### src/rtl/irqv_pkg.sv
package irqv_pkg;
  typedef enum logic [1:0] {
    DET_HIGH = 2'd0,
    DET_LOW  = 2'd1,
    DET_RISE = 2'd2,
    DET_FALL = 2'd3
  } det_mode_e;

  localparam int BUS_W     = 32;
  localparam int VEC_W     = 8;
  localparam int VEC_ADDR  = 0;
  localparam int CLR_ADDR  = 1;
endpackage

### src/rtl/irqv_detect.sv
module irqv_detect
  import irqv_pkg::*;
#(
  parameter int NUM_SRC = 32
) (
  input  logic                   clk_i,
  input  logic                   rst_ni,
  input  logic [NUM_SRC-1:0]     src_i,
  input  logic [2*NUM_SRC-1:0]   mode_i,
  output logic [NUM_SRC-1:0]     hit_o
);
  for (genvar g = 0; g < NUM_SRC; g++) begin : g_src
    logic s1_q, s2_q, prev_q;
    det_mode_e mode;

    always_ff @(posedge clk_i or negedge rst_ni) begin
      if (!rst_ni) begin
        s1_q   <= 1'b0;
        s2_q   <= 1'b0;
        prev_q <= 1'b0;
      end else begin
        s1_q   <= src_i[g];
        s2_q   <= s1_q;
        prev_q <= s2_q;
      end
    end

    assign mode = det_mode_e'(mode_i[2*g +: 2]);

    always_comb begin
      unique case (mode)
        DET_HIGH: hit_o[g] = s2_q;
        DET_LOW:  hit_o[g] = ~s2_q;
        DET_RISE: hit_o[g] = s2_q & ~prev_q;
        DET_FALL: hit_o[g] = ~s2_q & prev_q;
        default:  hit_o[g] = 1'b0;
      endcase
    end


    edge_no_level_chk: assert property (@(posedge clk_i) disable iff (!rst_ni)
      (mode == DET_RISE && hit_o[g]) |-> !prev_q);
  end
endmodule

### src/rtl/irqv_arbiter.sv
module irqv_arbiter #(
  parameter int NUM_SRC = 32,
  parameter int LVL_W   = 3,
  localparam int IDX_W  = $clog2(NUM_SRC)
) (
  input  logic [NUM_SRC-1:0]       req_i,
  input  logic [LVL_W*NUM_SRC-1:0] level_i,
  output logic                     valid_o,
  output logic [IDX_W-1:0]         idx_o
);
  logic [LVL_W-1:0] best;

  // descending scan with >= lets the lower index take ties
  always_comb begin
    valid_o = 1'b0;
    idx_o   = '0;
    best    = '0;
    for (int i = NUM_SRC - 1; i >= 0; i--) begin
      if (req_i[i] && level_i[LVL_W*i +: LVL_W] != '0 &&
          level_i[LVL_W*i +: LVL_W] >= best) begin
        valid_o = 1'b1;
        best    = level_i[LVL_W*i +: LVL_W];
        idx_o   = IDX_W'(i);
      end
    end
  end
endmodule

### src/rtl/irqv_ctrl.sv
module irqv_ctrl
  import irqv_pkg::*;
#(
  parameter int NUM_SRC = 32,
  parameter int LVL_W   = 3,
  parameter int ADDR_W  = 2,
  localparam int IDX_W  = $clog2(NUM_SRC)
) (
  input  logic                     clk_i,
  input  logic                     rst_ni,
  input  logic [NUM_SRC-1:0]       src_i,
  input  logic [2*NUM_SRC-1:0]     mode_i,
  input  logic [LVL_W*NUM_SRC-1:0] level_i,
  input  logic [NUM_SRC-1:0]       dma_en_i,
  input  logic                     bus_we_i,
  input  logic [ADDR_W-1:0]        bus_addr_i,
  input  logic [BUS_W-1:0]         bus_wdata_i,
  output logic [BUS_W-1:0]         bus_rdata_o,
  output logic                     irq_o,
  output logic [VEC_W-1:0]         vec_o,
  output logic                     dma_req_o,
  output logic [VEC_W-1:0]         dma_vec_o,
  input  logic                     dma_ack_i
);
  function automatic logic [VEC_W-1:0] vec_of(input logic [IDX_W-1:0] idx);
    return (VEC_W'(idx) + VEC_W'(1)) << 2;
  endfunction

  logic [NUM_SRC-1:0] hit, pend_q, pend_d, clr_mask, ack_mask;
  logic [VEC_W-1:0]   vec_q, vec_d, clr_q;
  logic               cpu_valid, dma_valid;
  logic [IDX_W-1:0]   cpu_idx, dma_win, dma_idx_q, clr_idx;
  logic               dma_busy_q;
  logic               clr_wr, clr_hit, clr_locked, clr_eff, dma_done;
  logic [5:0]         clr_num;
  logic               unused_wdata;

  assign unused_wdata = ^bus_wdata_i[BUS_W-1:VEC_W];

  irqv_detect #(.NUM_SRC(NUM_SRC)) u_detect (
    .clk_i (clk_i),
    .rst_ni(rst_ni),
    .src_i (src_i),
    .mode_i(mode_i),
    .hit_o (hit)
  );

  irqv_arbiter #(.NUM_SRC(NUM_SRC), .LVL_W(LVL_W)) u_cpu_arb (
    .req_i  (pend_q & ~dma_en_i),
    .level_i(level_i),
    .valid_o(cpu_valid),
    .idx_o  (cpu_idx)
  );

  irqv_arbiter #(.NUM_SRC(NUM_SRC), .LVL_W(LVL_W)) u_dma_arb (
    .req_i  (pend_q & dma_en_i),
    .level_i(level_i),
    .valid_o(dma_valid),
    .idx_o  (dma_win)
  );

  // clear-by-vector decode
  assign clr_wr     = bus_we_i && (bus_addr_i == ADDR_W'(CLR_ADDR));
  assign clr_num    = bus_wdata_i[7:2];
  assign clr_hit    = clr_wr && bus_wdata_i[1:0] == 2'b00 && clr_num != '0 &&
                      int'(clr_num) <= NUM_SRC;
  assign clr_idx    = IDX_W'(clr_num - 6'd1);
  assign clr_locked = dma_busy_q && (dma_idx_q == clr_idx);
  assign clr_eff    = clr_hit && !clr_locked;
  assign dma_done   = dma_busy_q && dma_ack_i;

  always_comb begin
    clr_mask = '0;
    ack_mask = '0;
    if (clr_eff)  clr_mask[clr_idx]   = 1'b1;
    if (dma_done) ack_mask[dma_idx_q] = 1'b1;
  end

  // a fresh detection overrides a same-cycle clear
  assign pend_d = (pend_q & ~clr_mask & ~ack_mask) | hit;

  always_comb begin
    vec_d = vec_q;
    if (clr_eff)                       vec_d = '0;
    else if (vec_q == '0 && cpu_valid) vec_d = vec_of(cpu_idx);
  end

  always_ff @(posedge clk_i or negedge rst_ni) begin
    if (!rst_ni) begin
      pend_q     <= '0;
      vec_q      <= '0;
      clr_q      <= '0;
      dma_busy_q <= 1'b0;
      dma_idx_q  <= '0;
    end else begin
      pend_q <= pend_d;
      vec_q  <= vec_d;
      if (clr_wr) clr_q <= bus_wdata_i[VEC_W-1:0];
      if (dma_done) begin
        dma_busy_q <= 1'b0;
      end else if (!dma_busy_q && dma_valid) begin
        dma_busy_q <= 1'b1;
        dma_idx_q  <= dma_win;
      end
    end
  end

  always_comb begin
    bus_rdata_o = '0;
    if (bus_addr_i == ADDR_W'(VEC_ADDR))      bus_rdata_o[VEC_W-1:0] = vec_q;
    else if (bus_addr_i == ADDR_W'(CLR_ADDR)) bus_rdata_o[VEC_W-1:0] = clr_q;
  end

  assign vec_o     = vec_q;
  assign irq_o     = vec_q != '0;
  assign dma_req_o = dma_busy_q;
  assign dma_vec_o = dma_busy_q ? vec_of(dma_idx_q) : '0;


  clr_wipe_chk: assert property (@(posedge clk_i) disable iff (!rst_ni)
    clr_eff |=> vec_q == '0);

  vec_hold_chk: assert property (@(posedge clk_i) disable iff (!rst_ni)
    (vec_q != '0 && !clr_eff) |=> $stable(vec_q));

  level_zero_chk: assert property (@(posedge clk_i) disable iff (!rst_ni)
    cpu_valid |-> level_i[LVL_W*cpu_idx +: LVL_W] != '0);

  set_wins_chk: assert property (@(posedge clk_i) disable iff (!rst_ni)
    (hit != '0) |=> ((pend_q & $past(hit)) == $past(hit)));

  dma_hold_chk: assert property (@(posedge clk_i) disable iff (!rst_ni)
    (dma_busy_q && !dma_ack_i) |=> (dma_busy_q && $stable(dma_idx_q)));

  dma_lock_chk: assert property (@(posedge clk_i) disable iff (!rst_ni)
    (dma_busy_q && !dma_ack_i) |=> pend_q[dma_idx_q]);
endmodule

### config.mk
export PLATFORM = sky130hd
export DESIGN_NAME = irqv_ctrl
export DESIGN_NICKNAME = d
export VERILOG_FILES = /design/src/rtl/irqv_pkg.sv /design/src/rtl/irqv_detect.sv /design/src/rtl/irqv_arbiter.sv /design/src/rtl/irqv_ctrl.sv
export SDC_FILE = /design/constraint.sdc
export NUM_CORES = 1
export LEC_CHECK = 0
export BUFFER_PORTS_ARGS = -buffer_cell sky130_fd_sc_hd__buf_4
export CORE_UTILIZATION = 30
export DETAILED_ROUTE_END_ITERATION = 6
export PLACE_DENSITY = 0.5
export SLEW_MARGIN = 25
export SYNTH_ARGS = -nofsm -noshare
export SYNTH_HDL_FRONTEND = slang
export SYNTH_SLANG_ARGS = --single-unit
export TNS_END_PERCENT = 50
### constraint.sdc
create_clock -name clk_i -period 82.4 [get_ports clk_i]
set_input_delay 8.24 -clock clk_i [delete_from_list [all_inputs] [get_ports clk_i]]
set_output_delay 8.24 -clock clk_i [all_outputs]
set_load 0.01 [all_outputs]
==> results of run 1 <==
-- routing by layer --
layer / part of all wire [%] / vias up / global-route usage [%]
met2: 45 / 431 / 32.74
li1: - / 7511 / -
met3: 6.7 / 54 / 4.500
met5: 0 / - / 0
met1: 46 / 7133 / 27.37
met4: 2.6 / 0 / 6.271
-- power groups by stage --
stage,clock (mW),sequential (mW),combinational (mW)
2_1_floorplan,0,0.0871,0.588
3_5_place_dp,0,0.0937,0.789
3_3_place_gp,0,0.0935,0.769
4_1_cts,0.0804,0.0924,0.795
6_report,0.0780,0.0922,0.793
5_1_grt,0.0835,0.0936,0.902
-- worst reg2reg max path: cells and delay by family, from the launching register on --
family                     cells  cell delay, ps
and+or+nand+nor               90           13090
DFF                            1             440
muxes                         10            3210
AOI/OAI and AO/OA             85           19440
buffers and inverters          5             490
adders and majority gates     35            9550
-- worst max-delay path by stage --
stage / from / to / slack, ps / cells after the start
finish: dma_en_i[31] / vec_o[6]$_DFFE_PN0P_ / 28590 / 226
global route: dma_en_i[31] / vec_o[6]$_DFFE_PN0P_ / 24020 / 226
CTS: dma_en_i[31] / vec_o[6]$_DFFE_PN0P_ / 28700 / 227
detailed placement: dma_en_i[31] / vec_o[6]$_DFFE_PN0P_ / 28470 / 226
global placement: dma_en_i[31] / vec_o[6]$_DFFE_PN0P_ / 28990 / 227
floorplan: level_i[93] / dma_idx_q[2]$_DFFE_PN0P_ / 34820 / 212
-- through the flow --
step	setup WS (ps)	power (mW)	hold WS (ps)	util (%)
CTS	28700	0.9678	346.9	36.76
finish	28590	0.9635	343.7	36.78
detailed placement	28470	0.8831	334.7	35.59
floorplan	34820	0.6755	331.2	-
global placement	28990	0.8624	331.8	35.59
global route	24020	1.079	352.7	36.78
-- area by class of cell --
| class | count | area, um^2 |
|---|---|---|
| fillers | 5269 | 31780 |
| multi-input cells | 1644 | 11000 |
| flip-flops and latches | 148 | 3704 |
| repair buffers | 261 | 1963 |
| well taps | 672 | 840.8 |
| clock buffers | 19 | 442.9 |
| inverters | 102 | 382.9 |
| clock inverters | 13 | 142.6 |
| diodes | 5 | 12.51 |
-- cells by family after synthesis --
logic type               Yosys count  synth area share, %
AO/OA/AOI/OAI                    611                28.17
buffers and inverters            164                4.865
AND/OR/NAND/NOR                  763                24.86
XOR/XNOR                          52                2.966
adder cells (fa/ha/maj)          143                11.61
multiplexers                      47                3.382
flip-flops                       148                24.12
other                              1              0.02442
-- synthesized netlist by cell type (18+ instances only) --
library cell	count	area share [%]
nand2_1	215	5.3
nor2_1	176	4.3
a21oi_1	157	5.1
dfrtp_1	148	24
ha_1	140	11
inv_1	102	2.5
o21ai_0	97	3.2
nand2b_1	71	2.9
nor2b_1	58	2.4
nand3_1	55	1.8
and2_1	44	1.8
a21o_1	41	2.0
buf_4	28	1.4
clkbuf_1	28	0.68
xnor2_1	28	1.6
o21a_1	26	1.3
or2_2	26	1.1
and3_1	25	1.0
nor3_1	25	0.81
o211ai_1	24	1.2
xor2_1	24	1.4
a31oi_1	23	0.94
mux2_2	23	1.7
mux2i_1	20	1.3
a31o_2	18	1.0
nand3b_1	18	0.88
-- state kept, by name, indices dropped and copies added, names as in the netlist --
signal	flops
clr_q	8
dma_idx_q	5
dma_req_o	1
pend_q	32
u_detect.g_src.prev_q	32
u_detect.g_src.s1_q	32
u_detect.g_src.s2_q	32
vec_o	6
==> flow_metrics.tcl, run 1 <==
set metrics [dict create \
    crit_buf_inv 6 \
    drt_wl_total_mm 54.19 \
    yosysWarnings 0 \
    ys_seq_area_share_pct 24.12 \
    portBuffers 259 \
    clock_sinks 148 \
    skew_ps 11.13 \
    finalMaxSlewViolations 0 \
    viasPerCell 5.282 \
    fin_tns_setup_ps 0 \
    outcome "completed" \
    final_common_cell "buf_4" \
    syn_area_um2 15350 \
    core.rowCount 82 \
    crit_family "compound AO/OA/AOI/OAI gates" \
    syn_inst 1929 \
    worst_pin_slew_ps 930.8 \
    clkTransAtPathRegs_ps 70 \
    avgSynthCellArea_um2 7.959 \
    globalRouteTotalUtil_pct 20.48 \
    worst_ir_drop_vdd_mv 0.05191 \
    fin_cells 2864 \
    cp_common_cell "ha_1" \
    grt_remaining_overflow 0 \
    dominantRegCellSynth "dfrtp_1" \
    core-area_um2 50270 \
    min_to "u_detect.g_src[12].s2_q$_DFF_PN0_" \
    drt-pass1-iter-count 5 \
    hpwlAfterDp_mm 45.56 \
    grt_pass1_wl_mm 83.99 \
    clock_path_buffers 2 \
    setup_viol 0 \
    synth_seq_cells 148 \
    worstHoldStart "u_detect.g_src[12].s1_q$_DFF_PN0_" \
    path_max_fanout 9 \
    die_area_um2 52090 \
    clkPwrFrac_pct 8.1 \
    reg2reg_slack_ps 36030 \
    first_global_vias 14600 \
    drc 0 \
    crit_type "in2reg" \
    drive_gt1_share_pct 18.79 \
    clockRootBuffer "clkbuf_16" \
    worstPathRequired_ps 82750 \
    detailedRoute.firstIterationViolations 1000 \
    final_cell_area_um2 18490 \
    area_delta_synth_final_pct 20.45 \
    timing.rr.end "vec_o[6]$_DFFE_PN0P_" \
    fmax_mhz 18.58 \
    start_util_pct 30.54 \
    regToRegStartpoint "pend_q[31]$_DFF_PN0_" \
    layout_common_cells "buf_4, nand2_1, nor2_1, a21oi_1, dfrtp_1" \
    arrival_ps 54160 \
    slew_headroom_pct 37.57 \
    worstHoldPathType "reg2reg" \
    clock_latency_ps 430 \
    p_int_uw 473.9 \
    rsz0062_at_grt "false" \
    postCtsHoldBufs 0 \
    drt.antenna.violating_nets 0 \
    seqPwrFrac_pct 9.6 \
    die_y_um 228.2 \
    routabilityCongestion 0.8993 \
    worst_setup_path_end_kind "flop" \
    postCtsSetupRepairBufs 0 \
    io_pins 312 \
    whs_path_depth 0 \
    drv_cap 0 \
    final_hold_viol_count 0 \
    num_vias 15130 \
    p_comb_share_pct 82.3 \
    fin_crit_ps 53810 \
    async_reset_ff_share_pct 100.0 \
    dieWidth_um 228.2 \
    p_per_area_nw_per_um2 52.10 \
    routedWlPerCell_um 18.92 \
    fin_crit_sh_pct 65.31 \
    grt_max_degree 95 \
    h-tree-depth 4 \
    cpPeakStageDelay_ps 690 \
    cts_buffers 17 \
    tritoncts "built" \
    leakage_nw 8.369 \
    post_dp_cell_area_um2 17890 \
    sw_frac_of_total_pct 50.81 \
    final_nets 2576 \
    place_inst 2827 \
    ys_types 110 \
    p_sw_uw 489.5 \
    synth_edf_count 0 \
    cts-resized-gates 0 \
    crit_slowest_cell "o311ai_0" \
    reg2regPathDepth 225 \
    antenna_found_initial 6 \
    start_kind "input pin" \
]
Note: power is estimated with default switching activity, not from simulation.
==> inputs of run 2 (changes only) <==
- clock period: 82.4 -> 55.8 ns (I/O delays scaled with it)
==> run 2 against run 1 <==
- cell area about the same
- routed wire length decreased by 0.22%
- utilization about the same
- non-clock buffer count unchanged
- global-route usage about the same
- power increased by 48%
- sequential power increased by 48%
- clock skew decreased by 3.7 ps
==> flow_metrics.tcl, run 2 (synthesis gave the netlist of run 1 again) <==
set metrics [dict create \
    drt_wl_total_mm 54.07 \
    fmax_mhz 19.58 \
    first_global_vias 14690 \
    multi_input_comb_area_um2 11000 \
    seq_area_um2 3704 \
    p_int_uw 699.1 \
    globalRouteTotalUtil_pct 20.43 \
    hpwlAfterDp_mm 45.45 \
    clock_latency_ps 430 \
    tritoncts "built" \
    leakage_nw 8.367 \
    final_common_cell "buf_4" \
    worstPathRequired_ps 56110 \
    io_pins 312 \
    postCtsSetupRepairBufs 0 \
    layout_common_cells "buf_4, nand2_1, nor2_1, a21oi_1, dfrtp_1" \
    clock_path_buffers 2 \
    worst_setup_path_end_kind "flop" \
    outcome "completed" \
    clkPwrFrac_pct 8.2 \
    clock_sinks 148 \
    crit_type "in2reg" \
    portBuffers 259 \
    path_max_fanout 14 \
    fin_crit_ps 51080 \
    drv_cap 0 \
    core-area_um2 50270 \
    worst_ir_drop_vdd_mv 0.07124 \
    p_sw_uw 723.6 \
    clockRootBuffer "clkbuf_16" \
    area_delta_synth_final_pct 20.46 \
    p_per_area_nw_per_um2 76.93 \
    crit_slowest_cell "a211oi_1" \
    worst_pin_slew_ps 900.8 \
    setup_viol 0 \
    num_vias 15070 \
    viasPerCell 5.266 \
    finalMaxSlewViolations 0 \
    cpPeakStageDelay_ps 710 \
    worstHoldPathType "reg2reg" \
    start_util_pct 30.54 \
    cts-resized-gates 0 \
    drt.antenna.violating_nets 0 \
    grt_remaining_overflow 0 \
    skew_ps 7.398 \
    dieWidth_um 228.2 \
    antenna_found_initial 3 \
    seqPwrFrac_pct 9.6 \
    arrival_ps 51390 \
    drc 0 \
    postCtsHoldBufs 0 \
    cts_buffers 17 \
    grt_max_degree 95 \
    routabilityCongestion 0.8947 \
    sw_frac_of_total_pct 50.86 \
    start_kind "input pin" \
    drt-pass1-iter-count 5 \
    fin_cells 2861 \
    drive_gt1_share_pct 18.79 \
    rsz0062_at_grt "false" \
    die_area_um2 52090 \
    core.rowCount 82 \
    routedWlPerCell_um 18.90 \
    cp_common_cell "a21oi_1" \
    clkTransAtPathRegs_ps 70 \
    fin_crit_sh_pct 91.54 \
    place_inst 2827 \
    final_hold_viol_count 0 \
    p_comb_share_pct 82.2 \
    final_nets 2576 \
    n_fill_cell 5257 \
    grt_pass1_wl_mm 83.99 \
    h-tree-depth 4 \
    die_y_um 228.2 \
    slew_headroom_pct 39.59 \
    fin_tns_setup_ps 0 \
    detailedRoute.firstIterationViolations 804 \
]
run 2: worst paths after layout:
path / startpoint / end / slack (ps) / cells after the start
max: level_i[93] / dma_idx_q[0]$_DFFE_PN0P_ / 4720 / 216
min: u_detect.g_src[18].s1_q$_DFF_PN0_ / u_detect.g_src[18].s2_q$_DFF_PN0_ / 350 / 0
min reg2reg: u_detect.g_src[18].s1_q$_DFF_PN0_ / u_detect.g_src[18].s2_q$_DFF_PN0_ / 350 / 0
min in group asynchronous: rst_ni / u_detect.g_src[20].s1_q$_DFF_PN0_ / 5250 / 1
max in group asynchronous: rst_ni / u_detect.g_src[16].s2_q$_DFF_PN0_ / 49280 / 2
max reg2reg: pend_q[31]$_DFF_PN0_ / vec_o[6]$_DFFE_PN0P_ / 9500 / 227
run 2: through the flow:
stage                     instance area (um^2)  hold slack, ps  utilization (%)  total power [mW]  worst slack, ps
after floorplan                          15450           331.2                -            0.9975            10880
after global placement                   17890           331.9            35.59             1.273             5038
after detailed placement                 17890           334.7            35.59             1.301             4550
after CTS                                18490           347.9            36.78             1.428             4842
after global routing                     18500           353.2            36.79             1.590            454.2
final                                    18500           346.7            36.79             1.423             4721
run 2: layout make-up:
cell class              instances  area share, %
repair buffers                261          10.61
flip-flops and latches        148          20.02
well taps                     672          4.546
multi-input cells            1644          59.50
clock buffers                  18          2.320
diodes                          2        0.02706
clock inverters                14         0.8997
inverters                     102          2.070
run 2: worst max-delay path: cells and delay by family:
kind                       cells  cell delay (ps)
AOI/OAI and AO/OA             90            18800
and+or+nand+nor               77            14280
adders and majority gates     31             8230
muxes                          9             3560
buffers and inverters          9              840
run 2: metal layers:
metal | wire length [um] | vias to the layer above | GRT usage, %
met5 | 13 | - | 0
met2 | 24630 | 380 | 33.57
li1 | - | 7521 | -
met1 | 25520 | 7126 | 27.55
met4 | 811 | 2 | 4.111
met3 | 3089 | 38 | 4.175
run 2: power groups by stage:
stage	Combinational [mW]	Sequential, mW	Clock (mW)
6_report	1.17	0.136	0.117
5_1_grt	1.33	0.138	0.125
4_1_cts	1.17	0.136	0.120
3_5_place_dp	1.16	0.138	0
3_3_place_gp	1.14	0.138	0
2_1_floorplan	0.869	0.129	0
==> inputs of run 3 (changes only) <==
==> constraint.sdc (replaced) <==
create_clock -name clk_i -period 55.8 [get_ports clk_i]
set_input_delay 8.37 -clock clk_i [delete_from_list [all_inputs] [get_ports clk_i]]
set_output_delay 8.37 -clock clk_i [all_outputs]
set_load 0.01 [all_outputs]
==> run 3 against run 2 <==
- critical path depth fell by 1
- maximum frequency decreased by 2.1%
- combinational power about the same
- final cell count increased by 0.10%
- sequential power barely moved
- sequential share of layout area is 0.11 points lower
- power is 2.0% higher
- clock skew is essentially flat
- register-to-register slack better by 1700 ps
- routed wire length is 0.82% higher
- setup slack worse by 1100 ps
- non-clock buffer count increased by 4
==> flow_metrics.tcl, run 3 (synthesis gave the netlist of run 1 again) <==
set metrics [dict create \
    busiest_layer "met2" \
    final_hold_viol_count 0 \
    core-area_um2 50270 \
    worst_pin_slew_ps 894.9 \
    clock_sinks 148 \
    viasPerCell 5.276 \
    met3_usage_pct 3.800 \
    worstHoldPathType "reg2reg" \
    final_common_cell "buf_4" \
    routabilityCongestion 0.8990 \
    crit_slowest_cell "a2111oi_1" \
    grt_use_met1_pct 27.86 \
    fin_crit_ps 52160 \
    worst_setup_path_end_kind "flop" \
    drive_gt1_share_pct 19.68 \
    setup_viol 0 \
    globalRouteTotalUtil_pct 20.52 \
    tritoncts "built" \
    finalMaxSlewViolations 0 \
    seq_area_um2 3704 \
    num_vias 15110 \
    p_per_area_nw_per_um2 78.02 \
    clockRootBuffer "clkbuf_16" \
    h-tree-depth 4 \
    start_util_pct 30.54 \
    postCtsHoldBufs 0 \
    cpPeakStageDelay_ps 660 \
    first_global_vias 14780 \
    portBuffers 259 \
    io_pins 312 \
    fmax_mhz 19.17 \
    outcome "completed" \
    area_delta_synth_final_pct 21.11 \
    crit_buf_inv 10 \
    multi_input_comb_area_um2 11090 \
    n_fill_cell 5272 \
    cts_buffers 17 \
    cp_common_cell "a21oi_1" \
    crit_type "in2reg" \
    fin_cells 2864 \
    hpwlAfterDp_mm 45.49 \
    grt_remaining_overflow 0 \
    slew_headroom_pct 40.34 \
    grt_max_degree 95 \
    drc 0 \
    arrival_ps 52470 \
    dieWidth_um 228.2 \
    fin_tns_setup_ps 0 \
    clkTransAtPathRegs_ps 70 \
    final_nets 2580 \
    grt_pass1_wl_mm 84.46 \
    layout_common_cells "buf_4, nand2_1, nor2_1, a21oi_1, dfrtp_1" \
    drt_wl_total_mm 54.52 \
    worst_ir_drop_vdd_mv 0.06731 \
    clock_path_buffers 2 \
    detailedRoute.firstIterationViolations 1074 \
    clock_latency_ps 430 \
    drv_cap 0 \
    skew_ps 7.029 \
    drt-pass1-iter-count 6 \
    worstPathRequired_ps 56110 \
    path_max_fanout 14 \
    crit_family "compound AO/OA/AOI/OAI gates" \
    antenna_found_initial 3 \
    gr-usage-met2_pct 33.26 \
    die_area_um2 52090 \
    routedWlPerCell_um 19.04 \
    place_inst 2827 \
    fin_crit_sh_pct 93.48 \
    core.rowCount 82 \
    start_kind "input pin" \
    leakage_nw 8.388 \
    drt.antenna.violating_nets 0 \
    die_y_um 228.2 \
]
run 3: area by class of cell:
type / count / area share [%]
diodes: 2 / 0.02691
clock buffers: 18 / 2.308
clock inverters: 13 / 0.8007
inverters: 102 / 2.059
multi-input cells: 1644 / 59.65
flip-flops and latches: 148 / 19.92
well taps: 672 / 4.522
repair buffers: 265 / 10.72
run 3: per-stage QoR:
stage / setup WS [ps] / power (mW) / area [um^2] / hold WS [ps] / util (%)
2_1_floorplan: 8088 / 0.9975 / 15450 / 331.2 / -
3_3_place_gp: 2255 / 1.273 / 17890 / 332.0 / 35.59
3_5_place_dp: 1805 / 1.306 / 17890 / 334.7 / 35.59
4_1_cts: 2095 / 1.432 / 18470 / 350.1 / 36.74
5_1_grt: -5.752 / 1.622 / 18600 / 354.6 / 36.99
6_report: 3641 / 1.451 / 18600 / 347.0 / 36.99
run 3: final timing paths:
path,from,to,slack [ps],cells after the start
max,level_i[93],dma_idx_q[2]$_DFFE_PN0P_,3640,215
min,u_detect.g_src[3].s1_q$_DFF_PN0_,u_detect.g_src[3].s2_q$_DFF_PN0_,350,0
max reg2reg,pend_q[31]$_DFF_PN0_,dma_idx_q[2]$_DFFE_PN0P_,11240,214
min reg2reg,u_detect.g_src[3].s1_q$_DFF_PN0_,u_detect.g_src[3].s2_q$_DFF_PN0_,350,0
max in group asynchronous,rst_ni,u_detect.g_src[16].s2_q$_DFF_PN0_,46480,2
min in group asynchronous,rst_ni,u_detect.g_src[21].s1_q$_DFF_PN0_,8030,1
run 3: power by group:
| part | internal, mW | total, mW | switching (mW) |
|---|---|---|---|
| registers | 0.119 | 0.136 | 0.0170 |
| logic | 0.529 | 1.20 | 0.669 |
| clock network | 0.0665 | 0.116 | 0.0497 |
| total | 0.715 | 1.45 | 0.735 |
run 3: metal layers:
layer / vias to the layer above / share of wire [%]
li1: 7504 / -
met3: 48 / 5.4
met4: 2 / 2.0
met2: 424 / 45
met5: - / 0.031
met1: 7133 / 47
run 3: timing repair:
action,CTS,global route
setup endpoints to repair,0,12
setup buffers,0,4
resized for setup,0,22
